===== src/rtl/pws_pkg.sv =====
package pws_pkg;

    typedef enum logic {
        PWS_IDLE = 1'b0,
        PWS_RUN  = 1'b1
    } pws_state_e;

    typedef struct packed {
        logic blank_q;
        logic lat_q;
    } pws_edge_t;

endpackage


===== src/rtl/pws_edge_watch.sv =====
module pws_edge_watch
    import pws_pkg::*;
(
    input  logic clk,
    input  logic rst_n,
    input  logic blank,
    input  logic lat_gs,
    input  logic tmg_rst_en,
    output logic start
);
    pws_edge_t st_d, st_q;
    logic      blank_fall;
    logic      lat_rise;

    always_comb begin
        st_d         = st_q;
        st_d.blank_q = blank;
        st_d.lat_q   = lat_gs;
        blank_fall   = st_q.blank_q & ~blank;
        lat_rise     = ~st_q.lat_q & lat_gs;
        // blank dominates: a strobe under blank never starts a period
        start        = ~blank & (blank_fall | (lat_rise & tmg_rst_en));
    end

    always_ff @(posedge clk or negedge rst_n) begin
        if (!rst_n) begin
            st_q.blank_q <= 1'b0;
            st_q.lat_q   <= 1'b1;
        end else begin
            st_q <= st_d;
        end
    end
endmodule


===== src/rtl/pws_period_ctrl.sv =====
module pws_period_ctrl
    import pws_pkg::*;
#(
    parameter int GS_W = 12
) (
    input  logic            clk,
    input  logic            rst_n,
    input  logic            blank,
    input  logic            repeat_en,
    input  logic            start,
    output logic [GS_W:0]   cnt,
    output logic            running,
    output logic            period_end
);
    localparam int CNT_W = GS_W + 1;
    localparam logic [CNT_W-1:0] LAST = {1'b1, {GS_W{1'b0}}};
    localparam logic [CNT_W-1:0] ONE  = {{GS_W{1'b0}}, 1'b1};

    typedef struct packed {
        pws_state_e       st;
        logic [CNT_W-1:0] cnt;
    } ctrl_t;

    ctrl_t c_d, c_q;
    logic  at_last;

    always_comb begin
        c_d     = c_q;
        at_last = (c_q.st == PWS_RUN) && (c_q.cnt == LAST);
        if (blank) begin
            c_d.st  = PWS_IDLE;
            c_d.cnt = '0;
        end else if (start) begin
            c_d.st  = PWS_RUN;
            c_d.cnt = ONE;
        end else if (c_q.st == PWS_RUN) begin
            if (at_last) begin
                if (repeat_en) begin
                    c_d.cnt = ONE;
                end else begin
                    c_d.st  = PWS_IDLE;
                    c_d.cnt = '0;
                end
            end else begin
                c_d.cnt = c_q.cnt + ONE;
            end
        end
    end

    always_ff @(posedge clk or negedge rst_n) begin
        if (!rst_n) begin
            c_q.st  <= PWS_IDLE;
            c_q.cnt <= '0;
        end else begin
            c_q <= c_d;
        end
    end

    assign cnt        = c_q.cnt;
    assign running    = (c_q.st == PWS_RUN);
    assign period_end = at_last & ~blank;
endmodule


===== src/rtl/pws_chan_cmp.sv =====
module pws_chan_cmp #(
    parameter int GS_W = 12
) (
    input  logic [GS_W:0]   cnt,
    input  logic            running,
    input  logic            blank,
    input  logic [GS_W-1:0] gs,
    output logic            on
);
    logic in_window;
    logic nonzero;

    always_comb begin
        nonzero   = |gs;
        in_window = (cnt <= {1'b0, gs});
        on        = running & ~blank & nonzero & in_window;
    end
endmodule


===== src/rtl/pwm_period_seq.sv =====
module pwm_period_seq #(
    parameter int NUM_CH = 16,
    parameter int GS_W   = 12
) (
    input  logic                   clk,
    input  logic                   rst_n,
    input  logic                   blank,
    input  logic                   repeat_en,
    input  logic                   tmg_rst_en,
    input  logic                   lat_gs,
    input  logic [NUM_CH*GS_W-1:0] gs_data,
    output logic [NUM_CH-1:0]      ch_on,
    output logic                   period_end
);
    logic          start_w;
    logic [GS_W:0] cnt_w;
    logic          run_w;

    pws_edge_watch u_edge (
        .clk        (clk),
        .rst_n      (rst_n),
        .blank      (blank),
        .lat_gs     (lat_gs),
        .tmg_rst_en (tmg_rst_en),
        .start      (start_w)
    );

    pws_period_ctrl #(.GS_W(GS_W)) u_ctrl (
        .clk        (clk),
        .rst_n      (rst_n),
        .blank      (blank),
        .repeat_en  (repeat_en),
        .start      (start_w),
        .cnt        (cnt_w),
        .running    (run_w),
        .period_end (period_end)
    );

    for (genvar n = 0; n < NUM_CH; n++) begin : g_ch
        pws_chan_cmp #(.GS_W(GS_W)) u_cmp (
            .cnt     (cnt_w),
            .running (run_w),
            .blank   (blank),
            .gs      (gs_data[n*GS_W +: GS_W]),
            .on      (ch_on[n])
        );
    end
endmodule


===== config.mk =====
export PLATFORM = sky130hd
export DESIGN_NAME = pwm_period_seq
export DESIGN_NICKNAME = d
export VERILOG_FILES = /design/src/rtl/pws_pkg.sv /design/src/rtl/pws_edge_watch.sv /design/src/rtl/pws_period_ctrl.sv /design/src/rtl/pws_chan_cmp.sv /design/src/rtl/pwm_period_seq.sv
export SDC_FILE = /design/constraint.sdc
export NUM_CORES = 1
export LEC_CHECK = 0
export ABC_AREA = 1
export BUFFER_PORTS_ARGS = -buffer_cell sky130_fd_sc_hd__buf_2
export CAP_MARGIN = 25
export CORE_MARGIN = 3
export CORE_UTILIZATION = 45
export CTS_BUF_LIST = sky130_fd_sc_hd__clkbuf_16
export DETAILED_ROUTE_END_ITERATION = 8
export PLACE_DENSITY = 0.67
export SYNTH_ARGS = -nofsm -noshare
export SYNTH_HDL_FRONTEND = slang
export SYNTH_SLANG_ARGS = --single-unit

===== constraint.sdc =====
create_clock -name clk -period 5.5 [get_ports clk]
set_input_delay 1.1 -clock clk [delete_from_list [all_inputs] [get_ports clk]]
set_output_delay 1.1 -clock clk [all_outputs]
set_load 0.02 [all_outputs]

# == After elaboration in Yosys (flattened, before gate mapping) ==
# Index checks and enable logic that the tools add are counted.
# Widths: inputs -> output; s select.
# totals
mem_bits_rw,0
mem_bits_ro,0
latch_bits,0
in_bits,198
reg_bits,16
n_memories,0
wordCells,88
# classes
multipliers,0
reduce_logical,18
n_addsub,1
div_mod_pow,0
n_eq_ne,1
n_lt_le_gt_ge,16
bitwise_logic,41
mux,7
shift,0
# ops
op,count
$le 13x12->1,16
$reduce_or 12->1,16
$mux 14,3
$and 1x1->1,38
$add 13x1->13 const B,1
$eq 13x13->1 const B,1
$mux 13,1
$mux 1,3
$reduce_bool 3->1,1
$not 1->1,2
$logic_and 1x1->1,1
$or 1x1->1,1

# == Depth between registers and ports, before layout ==
# logic_depth
ltp_word,7
ltp_mapped,10
mapped_depth_nobuf,10

# == By module ==
# Synthesis repeated with hierarchy kept, for this count alone.
# unflattened
hier_cells,1261
area_unflattened_um2,7581.0
# modules_own_cells
module,seq_area_each_um2,area_each_um2,instances,cells_per_inst
pws_chan_cmp,0.0,410.4,16,70
pws_period_ctrl,350.3,937.1,1,135
pws_edge_watch,51.3,77.6,1,6

# == Worst setup path after synthesis ==
# No wires, ideal clock.
# synth_timing
path_type,input port to output port
startpoint,input port gs_data[11]
endpoint,output port ch_on[0]
stages,8
setup_slack_ps,2251
required_time_ps,4400
arrival_time_ps,2149
n_path_buf,1
cell_sequence,inv_1 ha_1 nand2_1 nor2_1 nand2_1 or2_0 a21oi_1 buf_4
# synth_via
elab_chain_len,3
elab_cells_between_ends,4
cone_classes,order compare (1); bitwise (2); reduce/logical (1)
# synth_rtl
element,line_no,rtl
from (decl),pwm_period_seq.sv:11,"input logic [NUM_CH*GS_W-1:0] gs_data,"
"parallel branches: the longest is 2 deep, another holds $le 13x12->1",-,
$and 1x1->1 (*),pws_chan_cmp.sv:16,on = running & ~blank & nonzero & in_window;
to (decl),pwm_period_seq.sv:12,"output logic [NUM_CH-1:0] ch_on,"
# Every way passes the cells marked *.

# == Worst setup path after layout ==
# Ends and elaborated chain as after synthesis.

==> run_results.csv <==
group,metric,value,unit
final_layout,nFillCells,1700,
synthesis,ys.flop_type,"dfrtp_1",
synthesis,synthTopCellsByArea,"ha_1 34%, nand2_1 19%, inv_1 16%",
drt,avgRoutedWirePerCell,12.74,um
synthesis,yosysWarnings,0,
clock_tree,hold_buffers,0,
die,design.die.area,17570,um^2
die,ios,215,
clock_tree,cts.clk_slew.worst_paths,0.05,ns
power_and_ir_drop,internal_power,0.3522,mW
power_and_ir_drop,ir_drop,0.1219,mV
sta,slew_headroom,33.82,%
placement,dpl_worst_slack,2.010,ns
sta,fmax,0.2860,GHz
global_route,grt_pass1_wl,34660,um
clock_tree,cts.sinks,16,
die,rows,45,
clock_tree,h-tree-depth,1,
sta,finalWorstSetupSlack,2.003,ns
synthesis,synth.ff_latch_count,16,
placement,dp_hpwl,17050,um
setup_path,critPathLaunch,"gs_data[11]",
clock_tree,cts_made_buffers,3,
synthesis,synth_top_cell_area_share,33.67,%
synthesis,synth_edf_count,0,
min_path,min_path_type,"register to register",
die,dieHeight,132.6,um
synthesis,synthCells,1247,
die,initial_core_util,46.72,%
final_layout,drive_gt1_share,16.32,%
clock_tree,post_cts_buffers,0,
drt,vias,7953,
clock_tree,cts_tree,"yes",
clock_tree,clk_latency,0.25,ns
drt,dr.pass1.iters,5,
power_and_ir_drop,power_frac_clock,24.3,%
placement,place.gp.congestion,0.8846,
drt,drtIter0Drc,374,
drt,drc,0,
setup_path,worst-path-max-fanout,3,
status,status,"complete, no violations",
sta,setup_viol,0,
power_and_ir_drop,switchingPower,0.2429,mW
sta,min_period,3.497,ns
global_route,grt_use_total,23.44,%
setup_path,required,4.40,ns
power_and_ir_drop,pwr-share-seq,21.0,%
setup_path,startpoint_type,"primary input",
clock_tree,clk_path_buf_depth,2,
synthesis,synthDistinctLibCells,29,
synthesis,yosysTopAreaCell,"ha_1",
sta,fin_setup_tns,0,ns
setup_path,worst_setup_path_end_kind,"output pin",
sta,fin_skew,0.002430,ns
final_layout,area_growth,19.08,%
setup_path,r2r_cells,9,
min_path,hold_depth,4,
setup_path,reg2reg_from,"u_ctrl.cnt[0]",
power_and_ir_drop,p_comb_share,54.6,%
drt,detail_route.vias_per_cell,4.779,
synthesis,avgSynthCellArea,5.780,um^2
synthesis,yosysMostFrequentCell,"nand2_1",
synthesis,yosys-top-cells-count,"372 x nand2_1, 304 x inv_1, 194 x ha_1",
synthesis,ys_seq_area_share,5.572,%
clock_tree,cts_resized,0,
sta,period_share,63.58,%
final_layout,nNetsFinal,1845,
clock_tree,cts_root_buffer,"clkbuf_16",
setup_path,cp.arrival,2.40,ns
global_route,antenna_found_initial,1,
sta,report.final.slew_viol_count,0,
power_and_ir_drop,p_leak,5.769,nW
global_route,grt_pass1_vias,7432,
sta,rsz0062_at_grt,"false",
synthesis,synth_nets,1639,
synthesis,synth_area,7208,um^2
placement,portBuffers,214,
min_path,hold_start,"u_edge.st_q[1]",
power_and_ir_drop,power.density,69.33,nW/um^2
die,die_width,132.6,um
setup_path,critPathKind,"primary input to output pin",
power_and_ir_drop,swShare,40.81,%
drt,antenna_left,0,
global_route,grt_overflow,0,
drt,postRouteWirelength,21200,um
run,drv_cap,0,
sta,hold_viol,0,
synthesis,ys_async_sr_fraction,100.0,%
global_route,grt_max_degree,24,
die,coreArea,15430,um^2
sta,tightest_slew,0.9927,ns
sequential cells by signal, summed over array words and instances (netlist names):
| name | flops |
|---|---|
| u_ctrl.running | 1 |
| u_ctrl.cnt | 13 |
| u_edge.st_q | 2 |
through the flow:
stage                     area, um^2  hold WS, ns  power (mW)  cells  util [%]
after global routing            8583       0.6677      0.6585   1664     55.64
final                           8583       0.6260      0.5951   1664     55.64
after floorplan                 7208       0.5380      0.3252   1247         -
after CTS                       8566       0.6119      0.6010   1662     55.52
after detailed placement        8487       0.5986      0.4527   1658     55.01
after global placement          8429       0.5662      0.4474   1655     54.64
cell usage in the layout, fill, tap and decap left out, types with 2 or more instances in the layout:
master,instances
nand2_1,372
inv_1,304
buf_2,214
ha_1,194
nor2_1,104
nand3_1,68
a21oi_1,66
nand4_1,42
nor4_1,16
dfrtp_1,15
nor3_1,9
nand3b_1,7
nor2_2,5
buf_4,5
o22ai_1,4
inv_2,3
nor2b_1,3
o21ai_1,3
clkbuf_16,3
buf_8,3
xor2_1,2
power groups by stage:
stage	sequential, mW	clock, mW	combinational [mW]
floorplan	0.126	0	0.199
global placement	0.127	0	0.321
detailed placement	0.127	0	0.326
CTS	0.125	0.148	0.328
global route	0.126	0.151	0.382
finish	0.125	0.145	0.325
path summary, 6_finish.rpt:
kind,end,slack (ns)
worst min-delay path,u_ctrl.running,0.63
worst max register to register,u_ctrl.cnt[3],3.21
max in group asynchronous,u_edge.st_q[0],4.43
worst max-delay path,ch_on[0],2.00
min in group asynchronous,u_ctrl.cnt[6],0.76
worst min register to register,u_ctrl.running,0.63
layout make-up:
class / count / area (um^2) / area share [%]
Antenna cell: 1 / 2.502 / 0.02915
Clock buffer: 3 / 75.07 / 0.8746
Clock inverter: 1 / 3.754 / 0.04373
Inverter: 307 / 1152 / 13.43
Multi-Input combinational cell: 902 / 5503 / 64.11
Sequential cell: 16 / 401.6 / 4.679
Tap cell: 211 / 264.0 / 3.076
Timing Repair Buffer: 223 / 1181 / 13.76
critical path, cell delays in order:
cell	delay, ns
buf_2	0.08
inv_1	0.06
ha_1	0.31
nand2_1	0.06
nor2_1	0.15
nand2_1	0.09
or2_0	0.24
a21oi_1	0.14
buf_2	0.17
metal layers:
layer,GRT usage [%],part of all wire [%],vias to the layer above,wire length [um]
met1,30.67,46,3416,9766
met5,0,0,-,0
met2,42.74,48,188,10150
li1,-,-,4326,-
met4,3.291,1.3,0,273
met3,2.129,4.8,23,1009
logic make-up after synthesis:
group	after synthesis	share of synthesized area, %
simple gates	630	36.96
buf+inv	329	18.12
fa+ha+maj	194	33.67
compound gates	75	5.311
flops	16	5.572
xor+xnor	3	0.3646
Power figures use the tool's default switching activity.
